`src/rtl/mcs_accum_pkg.sv`:
```
package mcs_accum_pkg;
   typedef enum logic [2:0] {
      ST_IDLE, ST_ARM, ST_BINS, ST_LAST, ST_DEAD, ST_DONE
   } seq_state_t;

   typedef enum logic [1:0] {
      RMW_IDLE, RMW_READ, RMW_WRITE
   } rmw_phase_t;
endpackage

```
`src/rtl/mcs_edge_counter.sv`:
```
module mcs_edge_counter #(
   parameter int SYNC_STAGES = 2,
   parameter int CNT_W       = 32
) (
   input  logic             clk,
   input  logic             rst_n,
   input  logic             edge_in,
   output logic [CNT_W-1:0] count
);
   logic sampled;
   logic prev_q;

   generate
      if (SYNC_STAGES == 0) begin : g_direct
         assign sampled = edge_in;
      end else begin : g_sync
         logic [SYNC_STAGES-1:0] chain;
         always_ff @(posedge clk or negedge rst_n) begin
            if (!rst_n) chain <= '0;
            else        chain <= (chain << 1) | SYNC_STAGES'(edge_in);
         end
         assign sampled = chain[SYNC_STAGES-1];
      end
   endgenerate

   always_ff @(posedge clk or negedge rst_n) begin
      if (!rst_n) begin
         prev_q <= 1'b0;
         count  <= '0;
      end else begin
         prev_q <= sampled;
         if (sampled && !prev_q) count <= count + 1'b1;
      end
   end
endmodule

```
`src/rtl/mcs_bin_timer.sv`:
```
module mcs_bin_timer #(
   parameter int TIME_W = 32
) (
   input  logic              clk,
   input  logic              rst_n,
   input  logic              load,
   input  logic              step,
   input  logic [TIME_W-1:0] amount,
   output logic              reached
);
   logic [TIME_W-1:0] now_q;
   logic [TIME_W-1:0] target_q;
   logic [TIME_W-1:0] diff;

   always_ff @(posedge clk or negedge rst_n) begin
      if (!rst_n) begin
         now_q    <= '0;
         target_q <= '0;
      end else begin
         now_q <= now_q + 1'b1;
         if (load)      target_q <= now_q + amount;
         else if (step) target_q <= target_q + amount;
      end
   end

   // Modular distance: the target counts as reached once now is at or past it.
   assign diff    = now_q - target_q;
   assign reached = ~diff[TIME_W-1];
endmodule

```
`src/rtl/mcs_rmw_port.sv`:
```
module mcs_rmw_port
   import mcs_accum_pkg::*;
#(
   parameter int ADDR_W = 8,
   parameter int DATA_W = 32
) (
   input  logic              clk,
   input  logic              rst_n,
   input  logic              req,
   input  logic [ADDR_W-1:0] req_addr,
   input  logic [DATA_W-1:0] req_add,
   output logic              busy,
   output logic [ADDR_W-1:0] mem_addr,
   output logic              mem_we,
   output logic [DATA_W-1:0] mem_wdata,
   input  logic [DATA_W-1:0] mem_rdata
);
   rmw_phase_t        phase_q;
   logic [ADDR_W-1:0] addr_q;
   logic [DATA_W-1:0] add_q;

   always_ff @(posedge clk or negedge rst_n) begin
      if (!rst_n) begin
         phase_q <= RMW_IDLE;
         addr_q  <= '0;
         add_q   <= '0;
      end else if (req) begin
         phase_q <= RMW_READ;
         addr_q  <= req_addr;
         add_q   <= req_add;
      end else begin
         case (phase_q)
            RMW_READ:  phase_q <= RMW_WRITE;
            RMW_WRITE: phase_q <= RMW_IDLE;
            default:   phase_q <= RMW_IDLE;
         endcase
      end
   end

   assign busy      = (phase_q != RMW_IDLE);
   assign mem_addr  = addr_q;
   assign mem_we    = (phase_q == RMW_WRITE);
   assign mem_wdata = mem_rdata + add_q;
endmodule

```
`src/rtl/mcs_accum.sv`:
```
module mcs_accum
   import mcs_accum_pkg::*;
#(
   parameter int TIME_W      = 32,
   parameter int ADDR_W      = 8,
   parameter int DATA_W      = 32,
   parameter int SWEEP_W     = 32,
   parameter int SYNC_STAGES = 2
) (
   input  logic               clk,
   input  logic               rst_n,
   input  logic               start,
   input  logic               arm,
   input  logic               edge_in,
   input  logic [TIME_W-1:0]  cfg_bin_width,
   input  logic [ADDR_W-1:0]  cfg_num_bins,
   input  logic [SWEEP_W-1:0] cfg_num_sweeps,
   input  logic [TIME_W-1:0]  cfg_dead_time,
   output logic [ADDR_W-1:0]  mem_addr,
   output logic               mem_we,
   output logic [DATA_W-1:0]  mem_wdata,
   input  logic [DATA_W-1:0]  mem_rdata,
   output logic               marker,
   output logic               active,
   output logic               running,
   output logic               done,
   output logic               overrun
);
   localparam int MAX_BINS = (1 << ADDR_W) - 1;

   generate
      if (TIME_W < 4)       begin : g_bad_time  $error("TIME_W too small"); end
      if (ADDR_W < 1)       begin : g_bad_addr  $error("ADDR_W must be positive"); end
      if (DATA_W < 2)       begin : g_bad_data  $error("DATA_W too small"); end
      if (SWEEP_W < 1)      begin : g_bad_sweep $error("SWEEP_W must be positive"); end
      if (SYNC_STAGES < 0)  begin : g_bad_sync  $error("SYNC_STAGES negative"); end
      if (MAX_BINS < 1)     begin : g_bad_bins  $error("no room for bins"); end
   endgenerate

   seq_state_t         st_q;
   logic [ADDR_W-1:0]  bin_idx_q;
   logic [SWEEP_W-1:0] sweeps_left_q;
   logic [DATA_W-1:0]  snap_q;
   logic [DATA_W-1:0]  count;
   logic [DATA_W-1:0]  bin_delta;
   logic               reached;
   logic               rmw_busy;
   logic               last_bin;
   logic               boundary;
   logic               timer_load;
   logic               timer_step;
   logic [TIME_W-1:0]  timer_amount;
   logic               rmw_req;
   logic [ADDR_W-1:0]  rmw_addr;
   logic [DATA_W-1:0]  rmw_add;
   logic               accept_start;

   mcs_edge_counter #(.SYNC_STAGES(SYNC_STAGES), .CNT_W(DATA_W)) u_edges (
      .clk(clk), .rst_n(rst_n), .edge_in(edge_in), .count(count)
   );

   mcs_bin_timer #(.TIME_W(TIME_W)) u_timer (
      .clk(clk), .rst_n(rst_n), .load(timer_load), .step(timer_step),
      .amount(timer_amount), .reached(reached)
   );

   mcs_rmw_port #(.ADDR_W(ADDR_W), .DATA_W(DATA_W)) u_rmw (
      .clk(clk), .rst_n(rst_n), .req(rmw_req), .req_addr(rmw_addr),
      .req_add(rmw_add), .busy(rmw_busy), .mem_addr(mem_addr),
      .mem_we(mem_we), .mem_wdata(mem_wdata), .mem_rdata(mem_rdata)
   );

   // A bin count of zero configured bins behaves as one bin.
   assign last_bin     = ({1'b0, bin_idx_q} + 1'b1) >= {1'b0, cfg_num_bins};
   assign boundary     = (st_q == ST_BINS) && reached;
   assign bin_delta    = count - snap_q;
   assign accept_start = start && ((st_q == ST_IDLE) || (st_q == ST_DONE));

   assign timer_load   = (st_q == ST_ARM) && arm;
   assign timer_step   = boundary;
   assign timer_amount = (boundary && last_bin) ? cfg_dead_time : cfg_bin_width;

   always_comb begin
      rmw_req  = 1'b0;
      rmw_addr = bin_idx_q + 1'b1;
      rmw_add  = bin_delta;
      if (boundary) begin
         rmw_req = 1'b1;
      end else if ((st_q == ST_LAST) && !rmw_busy) begin
         rmw_req  = 1'b1;
         rmw_addr = '0;
         rmw_add  = DATA_W'(1);
      end
   end

   always_ff @(posedge clk or negedge rst_n) begin
      if (!rst_n) begin
         st_q          <= ST_IDLE;
         bin_idx_q     <= '0;
         sweeps_left_q <= '0;
         snap_q        <= '0;
         marker        <= 1'b0;
         active        <= 1'b0;
         running       <= 1'b0;
         done          <= 1'b0;
         overrun       <= 1'b0;
      end else begin
         marker <= 1'b0;
         if (boundary && rmw_busy) overrun <= 1'b1;
         case (st_q)
            ST_IDLE, ST_DONE: begin
               if (accept_start) begin
                  sweeps_left_q <= cfg_num_sweeps;
                  running       <= 1'b1;
                  done          <= 1'b0;
                  overrun       <= 1'b0;
                  st_q          <= ST_ARM;
               end
            end
            ST_ARM: begin
               if (arm) begin
                  snap_q    <= count;
                  bin_idx_q <= '0;
                  marker    <= 1'b1;
                  active    <= 1'b1;
                  st_q      <= ST_BINS;
               end
            end
            ST_BINS: begin
               if (reached) begin
                  snap_q <= count;
                  if (last_bin) begin
                     active <= 1'b0;
                     st_q   <= ST_LAST;
                  end else begin
                     bin_idx_q <= bin_idx_q + 1'b1;
                     marker    <= 1'b1;
                  end
               end
            end
            ST_LAST: begin
               if (!rmw_busy) st_q <= ST_DEAD;
            end
            ST_DEAD: begin
               if (reached && !rmw_busy) begin
                  if (sweeps_left_q <= SWEEP_W'(1)) begin
                     running <= 1'b0;
                     done    <= 1'b1;
                     st_q    <= ST_DONE;
                  end else begin
                     sweeps_left_q <= sweeps_left_q - 1'b1;
                     st_q          <= ST_ARM;
                  end
               end
            end
            default: st_q <= ST_IDLE;
         endcase
      end
   end
endmodule

```
`config.mk`:
```
export PLATFORM = sky130hd
export DESIGN_NAME = mcs_accum
export DESIGN_NICKNAME = d
export VERILOG_FILES = /design/src/rtl/mcs_accum_pkg.sv /design/src/rtl/mcs_edge_counter.sv /design/src/rtl/mcs_bin_timer.sv /design/src/rtl/mcs_rmw_port.sv /design/src/rtl/mcs_accum.sv
export SDC_FILE = /design/constraint.sdc
export NUM_CORES = 1
export LEC_CHECK = 0
export BUFFER_PORTS_ARGS = -buffer_cell sky130_fd_sc_hd__buf_2
export CAP_MARGIN = 20
export CORE_ASPECT_RATIO = 0.5
export CORE_MARGIN = 5
export CORE_UTILIZATION = 55
export CTS_CLUSTER_DIAMETER = 200
export DETAILED_ROUTE_END_ITERATION = 12
export PLACE_DENSITY = 0.88
export REMOVE_ABC_BUFFERS = 1
export SYNTH_ARGS = -nofsm -noshare
export SYNTH_HDL_FRONTEND = slang
export SYNTH_SLANG_ARGS = --single-unit
export TNS_END_PERCENT = 20
```
`constraint.sdc`:
```
create_clock -name clk -period 10.1 [get_ports clk]
set_input_delay 2.02 -clock clk [delete_from_list [all_inputs] [get_ports clk]]
set_output_delay 2.02 -clock clk [all_outputs]
set_load 0.005 [all_outputs]
```
-- Word level (Yosys, flattened, before mapping)
Cells that the tools add are included.
- muxes and demuxes: 49
- $lt $le $gt $ge: 2
- equality and inequality tests: 16
- add/subtract/negate cells: 10
- reduce and logical (&&, ||, !) cells: 23
- bitwise gates (word level): 2
- operators by type and width (kind ; count):
    $mux W32 ; 10
    $pmux W32 S2 ; 2
    $add A32 B32 Y32 ; 3
    $add A32 B1 Y32 const B ; 2
    $sub A32 B32 Y32 ; 2
    $mux W8 ; 5
    $le A32 B1 Y1 const B ; 1
    $sub A32 B1 Y32 const B ; 1
    $mux W3 ; 7
    $ne A2 B2 Y1 const B ; 9
    $mux W1 ; 17
    $pmux W8 S2 ; 1
    $reduce_and A4 Y1 ; 4
    $pmux W3 S5 ; 1
    $add A8 B1 Y9 const B ; 1
    $ge A9 B8 Y1 ; 1
    $add A8 B1 Y8 const B ; 1
    $logic_and A1 B1 Y1 ; 8
    $pmux W1 S2 ; 4
    $reduce_bool A2 Y1 ; 4
    $eq A3 B2 Y1 const B ; 2
    $eq A3 B3 Y1 const B ; 2
    $reduce_and A6 Y1 ; 1
    $mux W2 ; 2
    10 further kinds ; 11
- bits in registers: 221
- word-level logic and storage cells: 119
- input port bits: 141

-- Depth between registers and ports, before layout
- word-level depth: 8
- depth in mapped cells: 25
- depth with buffers taken out: 24

-- Modules after synthesis
Synthesis repeated with hierarchy kept, for this count alone.
- cell total of the unflattened synthesis: 1985
- area, all modules: 17143.9 sq um
- by module, submodules not included (module ; seq. area each (sq um) ; instances ; area an instance (sq um) ; cells an instance):
    mcs_accum ; 2001.9 ; 1 ; 6715.2 ; 845
    mcs_bin_timer ; 1601.5 ; 1 ; 5341.4 ; 641
    mcs_rmw_port ; 1051.0 ; 1 ; 3513.4 ; 369
    mcs_edge_counter ; 875.8 ; 1 ; 1574.0 ; 130

-- Worst setup path before layout
No wires, ideal clock.
- path kind: input-to-reg
- from: input cfg_num_bins[2]
- to: register u_timer.target_q[31]
- cell stages on the path: 21
- data arrival time: 6.392 ns
- slack: 3.582 ns
- data required time: 9.974 ns
- cells stage by stage: inv_1 ha_1 nand2_1 o21ai_0 a211oi_1 o211ai_1 nand3_1 mux2i_4 clkbuf_1 mux2_2 ha_1 a211o_1 a211oi_4 o31a_1 o22ai_2 a311oi_2 o21ai_2 a31oi_4 xor2_2 xor2_1 a221o_1
- word-level cells in the longest chain between the ends: 6
- elaborated cells on any way between the ends: 7
- classes of those cells: 2 x add/sub; 1 x order compare; 3 x mux; 1 x reduce/logical
- RTL lines (item ; line ; RTL):
    start, declared ; mcs_accum.sv:16 ; input logic [ADDR_W-1:0] cfg_num_bins,
    $ge A9 B8 Y1 (*) ; mcs_accum.sv:74 ; assign last_bin = ({1'b0, bin_idx_q} + 1'b1) >= {1'b0, cfg_num_bins};
    $logic_and A1 B1 Y1 (*) ; mcs_accum.sv:81 ; assign timer_amount = (boundary && last_bin) ? cfg_dead_time : cfg_bin_width;
    $mux W32 (*) ; mcs_accum.sv:81 ;
    $add A32 B32 Y32 ; mcs_bin_timer.sv:22 ; else if (step) target_q <= target_q + amount;
    $mux W32 ; mcs_bin_timer.sv:22 ;
    $mux W32 (*) ; mcs_bin_timer.sv:21 ; if (load) target_q <= now_q + amount;
    end signal, assigned ; mcs_bin_timer.sv:21 ;
    end signal, assigned ; mcs_bin_timer.sv:22 ;
    end, declared ; mcs_bin_timer.sv:12 ; logic [TIME_W-1:0] target_q;
Mark *: on every way between the ends. The rest lies on a longest branch, timed or not. The select of a mux whose other input is x is not followed.
A chain may end at the register's enable or synchronous reset.

-- Worst setup path after layout
- from: input mem_rdata[0]
- to: output mem_wdata[30]
- word-level cells in the longest chain between the ends: 1
- RTL lines (item ; line ; RTL):
    start, declared ; mcs_accum.sv:22 ; input logic [DATA_W-1:0] mem_rdata,
    $add A32 B32 Y32 ; mcs_rmw_port.sv:43 ; assign mem_wdata = mem_rdata + add_q;
    end, declared ; mcs_accum.sv:21 ; output logic [DATA_W-1:0] mem_wdata,
No other way between the ends.

==> summary.txt <==
Cell Rows - 43
Count of warnings emitted by yosys - 0
Endpoints failing setup - 0
Min Tclk post-route - 7.14 ns
Netlist Area Pre-Place - 15700 um^2
Clock transition time at the flip-flop clock pins of the worst setup and hold paths - 0.06 ns
Signed area change from the synthesized netlist to the final layout - 12.4%
Hold-fix buffers, CTS - 0
Critical path capture point type - output port
Total setup buffers inserted after CTS - 0
Reported leakage power - 0.00841 uW
Number of antenna-violating nets in the routed design - 0
Floorplan Core Area - 27900 um^2
Number of fill cells in the layout - 2235
Final std cell area, no fill - 17700 um^2
Combinational family with the most area after synthesis - compound AO/OA/AOI/OAI gates
Detailed-route vias per instance - 5.79
XOR/XNOR share of the synthesized area - 0.0828
Yosys cell types - 79
Post-DP HPWL - 27.6 mm
Worst Hold Class - flip-flop to flip-flop
Count of buffers inserted at the top-level ports - 186
Total Routed Length - 38.0 mm
Met3 layer usage reported by global route - 0.0313
Layout cells sized above 1 - 0.147
Unrepaired setup endpoints after global routing - false
GR Util met1 - 0.306
Met2 Track Usage GR - 0.407
Die area - 32300 um^2
Footprint of the flip-flops and latches - 5530 um^2
CTS HTree Levels - 1
Post-cts sizing count - 0
Worst Path Class, Setup - input pin to output port
Headroom to the max-slew limit - 0.362
Total negative slack for setup checks - 0 ns
Worst setup SP type - input pin
Clock Skews - 0.0185 ns
Overall die height - 130 um
Vias in the first global route - 13400
Root Buffer Master - sky130_fd_sc_hd__clkbuf_16
Largest net degree at the start of global routing - 96
Insertion delay to the later sink of the worst-skew pair - 0.52 ns
Number of buffers between clock root and the deepest sink - 3
First-pass GRT wire length - 64.0 mm
Maximum fanout along the worst path - 3
FFs w/ async S/R, synth - 1.00
Number of antenna violations at the first check in global routing - 3
Number of enable flip-flop cells after synthesis - 0
Proportion of synthesized area in mux cells - 0.0275
Commonest cells after routing, fill and taps aside - sky130_fd_sc_hd__nand2_1, sky130_fd_sc_hd__dfrtp_1, sky130_fd_sc_hd__o21ai_0
Total gr overflow - 0
Register bit count reported by yosys - 221
Share of synthesized cell area in and, or, nand and nor gates - 0.165
Total area of multi-input combinational cells - 9490 um^2
Arr. time, crit path - 5.12 ns
Worst voltage drop across the vdd grid - 0.138 mV
Number of buffers added by the clock tree synthesis step - 23
Synthesized instance count - 1810
TritonCTS clock tree - yes
Detailed Routing Iterations Pass 1 - 5
Global placer's final weighted congestion - 0.896
Pre-CTS setup slack - 2.78 ns
Main flop type after synthesis - sky130_fd_sc_hd__dfrtp_1
Compound-Gate Fraction of Synth Area - 0.215
Sink count of the clock tree - 221
Smallest setup slack after layout - 2.96 ns
Reported max-cap violation count - 0
Total number of vias - 13700
Slew @ Worst Pin - 0.957 ns
Overall global routing resource usage - 0.232
Sequential share of the synthesized area - 0.352
Width of the die - 249 um
Nets - 2244
Starting utilization of the core area - 0.563
Synth Area in Adders - 0.112
Routed wire per std cell - 16.1 um
Area of placed instances - 16900 um^2
Number of failing hold endpoints at the final stage - 0
Total DRC errors in the routed layout - 0
Fin crit share - 0.707
Power per Cell Area - 261 nW/um^2
Number of top-level design ports - 187
Initial DRC count - 1106
Highest Clock Rate - 140 MHz
Busiest grt layer - met2
Number of pins exceeding their max-slew limit in the final report - 0
Synthesized area per cell - 8.69 um^2
Result of the run - finished, final reports clean
Final Total Pwr - 4620 uW
CP Data Required Time - 8.08 ns
==> cells by family (layout without fill, tap and decap cells) <==
| kind of cell | after synthesis | count (layout) |
|---|---|---|
| other cells | 0 | 3 |
| compound gates | 540 | 540 |
| xor+xnor | 147 | 147 |
| simple gates | 548 | 548 |
| buf+inv | 177 | 345 |
| flops | 221 | 221 |
| fa+ha+maj | 139 | 139 |
| mux | 38 | 38 |
==> synth_stat cells, drive strengths merged, types with 11 or more instances <==
library cell / count / area share
a211oi: 11 / 0.0064
a21o: 47 / 0.023
a21oi: 141 / 0.045
a22oi: 14 / 0.0067
a31oi: 14 / 0.0065
and3: 20 / 0.0080
buf: 23 / 0.0096
clkbuf: 43 / 0.010
dfrtp: 221 / 0.35
ha: 136 / 0.11
inv: 111 / 0.027
mux2: 32 / 0.023
nand2: 224 / 0.054
nand2b: 14 / 0.0056
nand3: 64 / 0.020
nand4: 22 / 0.0088
nor2: 96 / 0.023
nor2b: 27 / 0.011
nor3: 29 / 0.0099
o21a: 15 / 0.0072
o21ai: 195 / 0.062
o21bai: 11 / 0.0053
o31ai: 16 / 0.0076
xnor2: 95 / 0.053
xor2: 52 / 0.029
==> metrics by stage <==
step,std cells,hold slack (ns),util
3_3_place_gp,2321,0.356,0.606
6_report,2363,0.368,0.633
3_5_place_dp,2321,0.362,0.606
4_1_cts,2360,0.376,0.633
2_1_floorplan,1744,0.331,-
5_1_grt,2363,0.376,0.633
==> power by group <==
| group | internal (uW) | switching [uW] |
|---|---|---|
| logic | 1060 | 1430 |
| registers | 1100 | 165 |
| clock network | 505 | 360 |
| total | 2660 | 1960 |
==> worst paths after layout <==
check	cells after the start	startpoint	slack [ns]	endpoint
max in group asynchronous	2	rst_n	7.10	u_rmw.add_q[16]
setup reg to reg	24	bin_idx_q[0]	3.70	u_timer.target_q[28]
hold / removal	0	u_edges.g_sync.chain[0]	0.37	u_edges.g_sync.chain[1]
hold reg to reg	0	u_edges.g_sync.chain[0]	0.37	u_edges.g_sync.chain[1]
min in group asynchronous	1	rst_n	1.51	u_timer.target_q[20]
setup / recovery	15	mem_rdata[0]	2.96	mem_wdata[30]
==> registers in the layout, indices dropped and copies added, names as in the netlist <==
signal	cells
u_edges.g_sync.chain	2
u_timer.now_q	32
overrun	1
running	1
active	1
u_timer.target_q	32
u_edges.prev_q	1
u_rmw.mem_addr	8
done	1
bin_idx_q	8
u_rmw.add_q	32
marker	1
snap_q	32
sweeps_left_q	32
st_q	3
u_edges.count	32
u_rmw.phase_q	2
==> layout make-up <==
type,count,area share
Multi-Input combinational cell,1412,0.537
Sequential cell,221,0.313
Timing Repair Buffer,195,0.0570
Clock buffer,33,0.0375
Tap cell,382,0.0270
Inverter,111,0.0236
Clock inverter,6,0.00481
Antenna cell,3,0.000425
==> worst max-delay path: stages <==
cell                       delay (ns)
sky130_fd_sc_hd__buf_2           0.08
sky130_fd_sc_hd__ha_1            0.16
sky130_fd_sc_hd__inv_1           0.06
sky130_fd_sc_hd__fa_1            0.41
sky130_fd_sc_hd__nor2b_1         0.14
sky130_fd_sc_hd__o21ai_0         0.11
sky130_fd_sc_hd__a21boi_0        0.27
sky130_fd_sc_hd__o21ai_0         0.16
sky130_fd_sc_hd__a21o_1          0.22
sky130_fd_sc_hd__a21o_1          0.21
sky130_fd_sc_hd__o31ai_1         0.43
sky130_fd_sc_hd__a211oi_1        0.23
sky130_fd_sc_hd__o31ai_1         0.28
sky130_fd_sc_hd__xor2_1          0.20
sky130_fd_sc_hd__buf_2           0.14
==> layer usage <==
metal / wire length, um / up-vias
li1: - / 6758
met1: 16800 / 6506
met2: 18400 / 347
met3: 1670 / 69
met4: 1080 / 0
met5: 0 / -
Power figures use the tool's default switching activity.
